[config.mk]
export PLATFORM = sky130hd
export DESIGN_NAME = cfg_spi_slave
export DESIGN_NICKNAME = d
export VERILOG_FILES = /design/src/rtl/cfg_spi_pkg.sv /design/src/rtl/cfg_spi_sync.sv /design/src/rtl/cfg_spi_edge.sv /design/src/rtl/cfg_spi_framer.sv /design/src/rtl/cfg_spi_regbank.sv /design/src/rtl/cfg_spi_slave.sv
export SDC_FILE = /design/constraint.sdc
export NUM_CORES = 1
export LEC_CHECK = 0
export BUFFER_PORTS_ARGS = -buffer_cell sky130_fd_sc_hd__buf_2
export CAP_MARGIN = 10
export CORE_ASPECT_RATIO = 0.9
export CORE_UTILIZATION = 35
export DETAILED_ROUTE_END_ITERATION = 16
export PLACE_DENSITY = 0.52
export SETUP_SLACK_MARGIN = 0.5
export SYNTH_ARGS = -nofsm -noshare
export SYNTH_HDL_FRONTEND = slang
export SYNTH_SLANG_ARGS = --single-unit
[constraint.sdc]
create_clock -name clk -period 6.3 [get_ports clk]
set_input_delay 0.315 -clock clk [delete_from_list [all_inputs] [get_ports clk]]
set_output_delay 0.315 -clock clk [all_outputs]
set_load 0.05 [all_outputs]
[src/rtl/cfg_spi_pkg.sv]
`timescale 1ns/1ps
// Shared types for the serial configuration slave.
// Assumes nothing beyond IEEE 1800-2017 packages.
package cfg_spi_pkg;

    // Which half of a two-byte frame is being received.
    typedef enum logic {
        PH_HDR  = 1'b0,
        PH_PAY  = 1'b1
    } phase_e;

    // Port arbitration: the configuration request wins whenever it is
    // asserted; the data request only matters when it is not.
    function automatic logic cfg_grant(input logic cfg_req, input logic dat_req);
        return cfg_req & (cfg_req | ~dat_req);
    endfunction

endpackage

[src/rtl/cfg_spi_sync.sv]
`timescale 1ns/1ps
// Multi-bit input synchronizer: each bit passes STAGES flops.
// Assumes every bit is an independent slow level (no bus coherence needed).
module cfg_spi_sync #(
    parameter int            W       = 4,
    parameter int            STAGES  = 2,
    parameter logic [W-1:0]  RST_VAL = '0
) (
    input  logic         clk,
    input  logic         rst_n,
    input  logic [W-1:0] din,
    output logic [W-1:0] dout
);
    logic [W-1:0] stage_q [STAGES];

    // Chain of capture flops, reset to the idle level of each pin.
    always_ff @(posedge clk) begin
        if (!rst_n) begin
            for (int i = 0; i < STAGES; i++) stage_q[i] <= RST_VAL;
        end else begin
            stage_q[0] <= din;
            for (int i = 1; i < STAGES; i++) stage_q[i] <= stage_q[i-1];
        end
    end

    assign dout = stage_q[STAGES-1];
endmodule

[src/rtl/cfg_spi_edge.sv]
`timescale 1ns/1ps
// Edge detector on the synchronized serial clock.
// Assumes the input is already in the clk domain.
module cfg_spi_edge (
    input  logic clk,
    input  logic rst_n,
    input  logic lvl,
    output logic rise,
    output logic fall
);
    logic prev_q;

    // Remember last level to find transitions.
    always_ff @(posedge clk) begin
        if (!rst_n) prev_q <= 1'b0;
        else        prev_q <= lvl;
    end

    assign rise = lvl & ~prev_q;
    assign fall = ~lvl & prev_q;
endmodule

[src/rtl/cfg_spi_framer.sv]
`timescale 1ns/1ps
// Frame parser: counts bits, alternates header/payload, decodes the
// header and raises a one-cycle write strobe on the last payload bit.
// Assumes 'rise' is a single-cycle strobe and 'sel' is synchronized.
module cfg_spi_framer
    import cfg_spi_pkg::*;
#(
    parameter int ADDR_W = 5,
    parameter int DATA_W = 8,
    localparam int HDR_W = ADDR_W + 3,
    localparam int SH_W  = (HDR_W > DATA_W) ? HDR_W : DATA_W,
    localparam int CW    = $clog2(SH_W)
) (
    input  logic              clk,
    input  logic              rst_n,
    input  logic              sel,
    input  logic              rise,
    input  logic              mosi_bit,
    output phase_e            phase,
    output logic [CW-1:0]     cnt,
    output logic              hdr_ok,
    output logic              hdr_rw,
    output logic [ADDR_W-1:0] hdr_addr,
    output logic              wr_en,
    output logic [DATA_W-1:0] wr_data
);
    logic [SH_W-2:0]  shreg_q;
    logic [HDR_W-1:0] hdr_word;
    logic             hdr_last;
    logic             pay_last;

    assign hdr_word = {shreg_q[HDR_W-2:0], mosi_bit};
    assign wr_data  = {shreg_q[DATA_W-2:0], mosi_bit};
    assign hdr_last = (phase == PH_HDR) && (cnt == CW'(HDR_W - 1));
    assign pay_last = (phase == PH_PAY) && (cnt == CW'(DATA_W - 1));

    // Shift in host bits and keep the bit position within the byte.
    always_ff @(posedge clk) begin
        if (!rst_n) begin
            shreg_q <= '0;
            cnt     <= '0;
            phase   <= PH_HDR;
        end else if (!sel) begin
            cnt   <= '0;
            phase <= PH_HDR;
        end else if (rise) begin
            shreg_q <= {shreg_q[SH_W-3:0], mosi_bit};
            if (hdr_last) begin
                cnt   <= '0;
                phase <= PH_PAY;
            end else if (pay_last) begin
                cnt   <= '0;
                phase <= PH_HDR;
            end else begin
                cnt <= cnt + 1'b1;
            end
        end
    end

    // Latch the decoded header on its final bit.
    always_ff @(posedge clk) begin
        if (!rst_n) begin
            hdr_ok   <= 1'b0;
            hdr_rw   <= 1'b0;
            hdr_addr <= '0;
        end else if (sel && rise && hdr_last) begin
            hdr_ok   <= ~hdr_word[HDR_W-1] & hdr_word[0];
            hdr_rw   <= hdr_word[HDR_W-2];
            hdr_addr <= hdr_word[HDR_W-3:1];
        end
    end

    // Commit strobe: last payload bit of a well-formed write frame.
    always_comb begin
        wr_en = sel && rise && pay_last && hdr_ok && !hdr_rw;
    end
endmodule

[src/rtl/cfg_spi_regbank.sv]
`timescale 1ns/1ps
// Register bank of 2**ADDR_W entries with one write port and one
// combinational read port. Assumes a single-cycle write strobe.
module cfg_spi_regbank #(
    parameter int ADDR_W = 5,
    parameter int DATA_W = 8,
    localparam int NREG  = 1 << ADDR_W
) (
    input  logic              clk,
    input  logic              rst_n,
    input  logic              wr_en,
    input  logic [ADDR_W-1:0] wr_addr,
    input  logic [DATA_W-1:0] wr_data,
    input  logic [ADDR_W-1:0] rd_addr,
    output logic [DATA_W-1:0] rd_data
);
    logic [DATA_W-1:0] mem [NREG];

    for (genvar g = 0; g < NREG; g++) begin : g_reg
        // One storage word, cleared by reset, loaded when addressed.
        always_ff @(posedge clk) begin
            if (!rst_n)
                mem[g] <= '0;
            else if (wr_en && (wr_addr == ADDR_W'(g)))
                mem[g] <= wr_data;
        end
    end

    assign rd_data = mem[rd_addr];
endmodule

[src/rtl/cfg_spi_slave.sv]
`timescale 1ns/1ps
// Serial configuration slave top: synchronizes the link pins, parses
// two-byte frames, owns the register bank and drives the return line.
// Assumes sck is at least ~10x slower than clk and idles low.
module cfg_spi_slave
    import cfg_spi_pkg::*;
#(
    parameter int ADDR_W      = 5,
    parameter int DATA_W      = 8,
    parameter int SYNC_STAGES = 2
) (
    input  logic clk,
    input  logic rst_n,
    input  logic sck,
    input  logic mosi,
    input  logic cfg_sel_n,
    input  logic dat_sel_n,
    output logic miso,
    output logic miso_en
);
    localparam int HDR_W = ADDR_W + 3;
    localparam int SH_W  = (HDR_W > DATA_W) ? HDR_W : DATA_W;
    localparam int CW    = $clog2(SH_W);

    logic [3:0]        pins_s;
    logic              sck_s, mosi_s, cfg_req, dat_req, sel_act;
    logic              sck_rise, sck_fall;
    phase_e            phase;
    logic [CW-1:0]     cnt;
    logic              hdr_ok, hdr_rw, wr_en;
    logic [ADDR_W-1:0] hdr_addr;
    logic [DATA_W-1:0] wr_data, rd_data, rd_shift;
    logic              miso_q;

    cfg_spi_sync #(
        .W(4), .STAGES(SYNC_STAGES), .RST_VAL(4'b0011)
    ) u_sync (
        .clk(clk), .rst_n(rst_n),
        .din({sck, mosi, cfg_sel_n, dat_sel_n}),
        .dout(pins_s)
    );

    assign {sck_s, mosi_s} = pins_s[3:2];
    assign cfg_req = ~pins_s[1];
    assign dat_req = ~pins_s[0];
    assign sel_act = cfg_grant(cfg_req, dat_req);

    cfg_spi_edge u_edge (
        .clk(clk), .rst_n(rst_n), .lvl(sck_s),
        .rise(sck_rise), .fall(sck_fall)
    );

    cfg_spi_framer #(.ADDR_W(ADDR_W), .DATA_W(DATA_W)) u_framer (
        .clk(clk), .rst_n(rst_n), .sel(sel_act), .rise(sck_rise),
        .mosi_bit(mosi_s), .phase(phase), .cnt(cnt), .hdr_ok(hdr_ok),
        .hdr_rw(hdr_rw), .hdr_addr(hdr_addr), .wr_en(wr_en),
        .wr_data(wr_data)
    );

    cfg_spi_regbank #(.ADDR_W(ADDR_W), .DATA_W(DATA_W)) u_bank (
        .clk(clk), .rst_n(rst_n), .wr_en(wr_en), .wr_addr(hdr_addr),
        .wr_data(wr_data), .rd_addr(hdr_addr), .rd_data(rd_data)
    );

    // Bit for the current payload position sits at the MSB after shift.
    assign rd_shift = rd_data << cnt;

    // Update the return line on falling sck only; zero outside valid payloads.
    always_ff @(posedge clk) begin
        if (!rst_n)
            miso_q <= 1'b0;
        else if (sel_act && sck_fall)
            miso_q <= (phase == PH_PAY && hdr_ok) ? rd_shift[DATA_W-1] : 1'b0;
    end

    assign miso    = miso_q;
    assign miso_en = sel_act;
endmodule

# Yosys cells after proc, flatten, opt, wreduce, memory -nomap -nowiden

Memories as Yosys holds them, arrays and structs flattened. A register that Yosys moved wholly into a read port is not among the register bits.
Index checks and enable logic that the tools add are counted.

Bits in registers: 20
Latch bits: 0
RAM bits: 264
Bits in read-only memories: 0
Input bits: 6
Output and inout port bits: 2
Word-level logic and storage cells: 274
Memories: 2

Add/subtract/negate cells: 1
Multiply operators: 0
Div/mod/pow operators: 0
Order comparisons: 0
Eq/ne operators: 32
Shift-type cells: 1
Multiplexer cells: 139
Bitwise gates (word level): 44
Reductions and logical operators: 47

Memories:

| name           | words | width | read ports | clocked after Yosys merged registers in | write ports | RTL line              | text |
|---|---|---|---|---|---|---|---|
| u_bank.mem     | 32    | 8     | 1          | 1                                       | 32          | cfg_spi_regbank.sv:17 | `logic [DATA_W-1:0] mem [NREG];` |
| u_sync.stage_q | 2     | 4     | 2          | 0                                       | 2           | cfg_spi_sync.sv:14    | `logic [W-1:0] stage_q [STAGES];` |

Operators with widths:

| operator                                             | number |
|---|---|
| 2-to-1 mux 8 bit                                     | 32 |
| 2-to-1 mux 1 bit                                     | 101 |
| equality test 5 bit (second input constant)          | 16 |
| logical AND 1 bit                                    | 41 |
| equality test 5 x 4 -> 1 bit (second input constant) | 8 |
| OR 1 bit                                             | 35 |
| equality test 5 x 3 -> 1 bit (second input constant) | 4 |
| equality test 5 x 2 -> 1 bit (second input constant) | 2 |
| 2-to-1 mux 5 bit                                     | 2 |
| 2-to-1 mux 4 bit                                     | 2 |
| left shift 8 x 3 -> 8 bit                            | 1 |
| 2-to-1 mux 3 bit                                     | 2 |
| AND reduction 2 bit                                  | 3 |
| equality test 5 x 1 -> 1 bit (second input constant) | 1 |
| logical NOT 5 bit                                    | 1 |
| NOT 1 bit                                            | 5 |
| bitwise AND 1 bit                                    | 4 |
| adder 3 x 1 -> 3 bit (second input constant)         | 1 |
| equality test 3 bit (second input constant)          | 1 |
| nonzero test 2 bit                                   | 1 |
| logical NOT 1 bit                                    | 1 |

# Longest topological paths before layout

Word-level depth: 12
Gate-level depth with buffers: 11
Gate-level depth less buffers: 9

# Cells and area by module

Synthesis repeated with hierarchy kept, for this count alone.

Cell total of the unflattened synthesis: 860
Area, all modules: 13097.6 µm²

By module, submodules not included:

| module          | instances | cells each | area an instance (µm²) | seq. area each (µm²) |
|---|---|---|---|---|
| cfg_spi_regbank | 1         | 738        | 11873.9                | 7687.4 |
| cfg_spi_framer  | 1         | 86         | 822.0                  | 360.3 |
| cfg_spi_sync    | 1         | 20         | 240.2                  | 160.2 |
| cfg_spi_slave   | 1         | 12         | 122.6                  | 20.0 |
| cfg_spi_edge    | 1         | 4          | 38.8                   | 20.0 |

# Worst setup path after synthesis

No wires, ideal clock.

Path type: register to register
From: register u_framer.cnt[1]
To: memory u_bank.mem[10][0], enable pin
Library setup time: 384 ps
Data arrival time: 2256 ps
Data required time: 5916 ps
Path slack: 3660 ps
Stages on the path, launching flop included: 9
Path buffers: 2
Clock period less this slack: 2640 ps
Cells stage by stage: dfxtp_1 ha_1 ha_1 nand4bb_1 clkbuf_1 nor3_1 nand2b_1 clkbuf_1 o21ai_0

RTL lines:

| item                   | RTL line              | text |
|---|---|---|
| from (decl)            | cfg_spi_framer.sv:20  | `output logic [CW-1:0] cnt,` |
| from (signal assigned) | cfg_spi_framer.sv:55  | `cnt <= cnt + 1'b1;` |
| to (decl)              | cfg_spi_regbank.sv:17 |  |

==> results by group <==
Status
  • Outcome: finished, final reports clean

Cells and area
  • Share of layout cells above drive strength 1: 0.153
  • Synthesis-to-layout area growth: 12.6%
  • Layout Cells excl Fill: 1491
  • # diodes: 0
  • Fin nets: 992

Clock tree
  • CTS Buf Count: 31
  • Clock slew at reported path FFs: 60 ps
  • Postcts setup bufs: 0
  • Clock Latency Late Sink: 570 ps
  • Post-cts sizing count: 0
  • Clk sinks: 287
  • H-tree levels: 1
  • Max Buffers Root-to-Sink: 3
  • CTS Root Cell: clkbuf_16
  • CTS tree: built

Detailed routing
  • Post-route ant nets: 0
  • Detailed router's first-iteration violation count: 653
  • 1st-pass router iterations: 5
  • Via density: 5.13
  • Routed WL: 33700 um
  • Wirelength per Cell: 22.6 um
  • Vias after detailed routing: 7654
  • Residual DRC count: 0

Critical path
  • Worst R2R Path Depth: 9
  • Crit path depth: 9
  • Slowest CP cell: nor2_1
  • CP max FO: 17
  • Most common cell on crit path: ha_1
  • Worst path top cell family by delay: simple AND/OR/NAND/NOR gates
  • Worst path cell trace: ha_1 -> ha_1 -> nand4bb_1 -> nor3_1 -> nand2b_1 -> inv_1 -> nand2_1 -> nor2_1 -> and2_1
  • Number of buffers and inverters on the critical path: 1
  • WS Path Type: reg -> reg
  • Critical Path Max Stage Delay: 700 ps
  • Worst Path Arrival: 4560 ps
  • WP data required: 6740 ps
  • Startpoint Class: flip-flop
  • CP Capture Type: flip-flop

Pwr
  • Pwr dens: 274 mW/mm2
  • P_leak: 4.86 nW
  • Worst-case vdd ir drop: 0.157 mV

Logic synthesis
  • Number of synthesized flops with an enable pin: 256
  • Syn nets: 967
  • Avg Synthesized Cell Area: 13.8 um2
  • Post-synthesis async set-or-reset flop share: 0
  • Synth area leaders: edfxtp_1 (58%), and2_1 (12%), mux4_2 (7.7%)
  • Yosys reg bits: 287
  • Leading cell types by count after synthesis: and2_1 (262), edfxtp_1 (256), nand2_1 (47), mux4_2 (45)
  • Mapped cell area: 0.0132 mm2
  • Main synth FF type: edfxtp_1
  • Netlist cell types: 56
  • Top cell type's share of synthesized area: 0.582
  • Mapped Cells: 959
  • Count leader, synth: and2_1
  • Sequential area share after synthesis: 0.628
  • Yosys warning count: 0
  • Cell accounting for the most synthesized area: edfxtp_1

Global route
  • Total congestion overflow: 0
  • Largest net degree at the start of global routing: 38
  • First-pass GRT wire length: 50500 um
  • Initial antenna violation count: 0
  • Vias in the first global route: 7893
  • All-Layer GR Usage: 0.179

Timing
  • Max-slew headroom: 0.340
  • Hold_ws: 273 ps
  • Sum Neg Setup Slack: 0 ps
  • Fin. Hold Viols: 0
  • Setup Skew: 20.9 ps
  • Final Setup Violations: 0
  • RSZ-0062 raised after global routing: no
  • Tmin final: 4120 ps
  • Final period utilization: 0.654
  • Max Clock Freq: 0.243 GHz
  • Worst-Margin Slew: 984 ps
  • Final Max Slew Viols: 0

Floorplanning
  • Initial Util: 0.355
  • Row cnt: 67
  • Die Wd: 207 um
  • Die Y-Extent: 186 um
  • I/O pin count: 8
  • Core area: 0.0372 mm2
  • Die ar.: 0.0386 mm2

Place
  • GP Congestion: 0.845
  • Inst Count DP: 1431
  • Post-DP HPWL: 21800 um
  • Number of I/O port buffers: 6

Hold path
  • Hold path cells: 2
  • Worst hold path type: in -> reg

Flow run
  • MaxCap Viol Count: 0
-- final timing paths --
kind | start | end | slack, ps
worst max-delay path | u_framer.cnt[0] | u_bank.mem[0][4] | 2180
worst min-delay path | rst_n | u_framer.shreg_q[3] | 270
worst max register to register | u_framer.cnt[0] | u_bank.mem[0][4] | 2180
worst min register to register | u_sync.stage_q[0][1] | u_sync.stage_q[0][5] | 410
-- cell type report --
class                           count  area [um2]
Clock buffer                       45         880
Inverter                            6        22.5
Timing Repair Buffer               53         390
Sequential cell                   287        8320
Clock inverter                     12         108
Tap cell                          483         604
Multi-Input combinational cell    605        4560
Fill cell                        3472       22300
-- cells by family (layout without fill, tap and decap cells) --
group,after synthesis,count (layout),share of synthesized area
XOR/XNOR,1,1,0.000663
multiplexers,86,86,0.111
adder cells (fa/ha/maj),2,2,0.00189
buffers and inverters,67,116,0.0262
flip-flops,287,287,0.628
AND/OR/NAND/NOR,410,410,0.178
AO/OA/AOI/OAI,106,106,0.0533
-- layer usage --
metal	track usage	share of wire	vias to the layer above
met1	0.253	0.46	3837
met4	0.0463	0.026	0
met3	0.0367	0.051	65
met2	0.278	0.46	175
li1	-	-	3577
met5	0	0	-
-- what timing repair did --
item | CTS | global route
hold endpoints to repair | 3 | 0
endpoints found under the setup margin | 0 | 0
hold buffers | 3 | 0
-- cells in the final DEF (no fill, tap or decap), types with 3 or more instances in the layout --
cell type / instances
dfxtp_1: 28
clkbuf_8: 3
or3_1: 5
nor3_1: 11
clkbuf_16: 32
nand2_1: 47
nor2b_1: 7
dlygate4sd3_1: 3
edfxtp_1: 256
o221ai_1: 7
and2_1: 262
nand3b_1: 3
mux4_2: 45
buf_4: 44
clkbuf_1: 10
clkinv_1: 7
o32ai_1: 3
mux2i_1: 38
o21ai_0: 42
a21boi_0: 14
nand3_1: 11
nor2_2: 10
nand2b_1: 6
a211oi_1: 5
clkinv_2: 4
o22ai_1: 3
a21oi_1: 9
nor4_1: 3
buf_2: 6
a22oi_1: 7
nor2_1: 35
inv_1: 4
mux4_1: 3
-- flip-flops by register name (all words and copies together), names as in the netlist, named ones only --
register and count:
u_bank.mem 256, u_framer.shreg_q 7, u_sync.stage_q 6, u_framer.hdr_addr 5
u_framer.cnt 3, miso 1, u_edge.prev_q 1, u_framer.hdr_ok 1
u_framer.hdr_rw 1, u_framer.phase 1
-- power by group --
group          leakage (nW)  internal (mW)  switching [mW]
sequential             2.68           2.15          0.0226
clock                 0.484           1.04           0.736
combinational          1.69         0.0477          0.0757
-- through the flow --
step                power [mW]  utilization  cell area, um2  worst slack [ps]
detailed placement        2.34        0.373           13900              2210
global route              4.20        0.400           14900              1840
global placement          2.34        0.373           13900              2190
CTS                       4.11        0.400           14900              2210
floorplan                 2.27            -           13200              3660
finish                    4.07        0.400           14900              2180
Power figures use the tool's default switching activity.
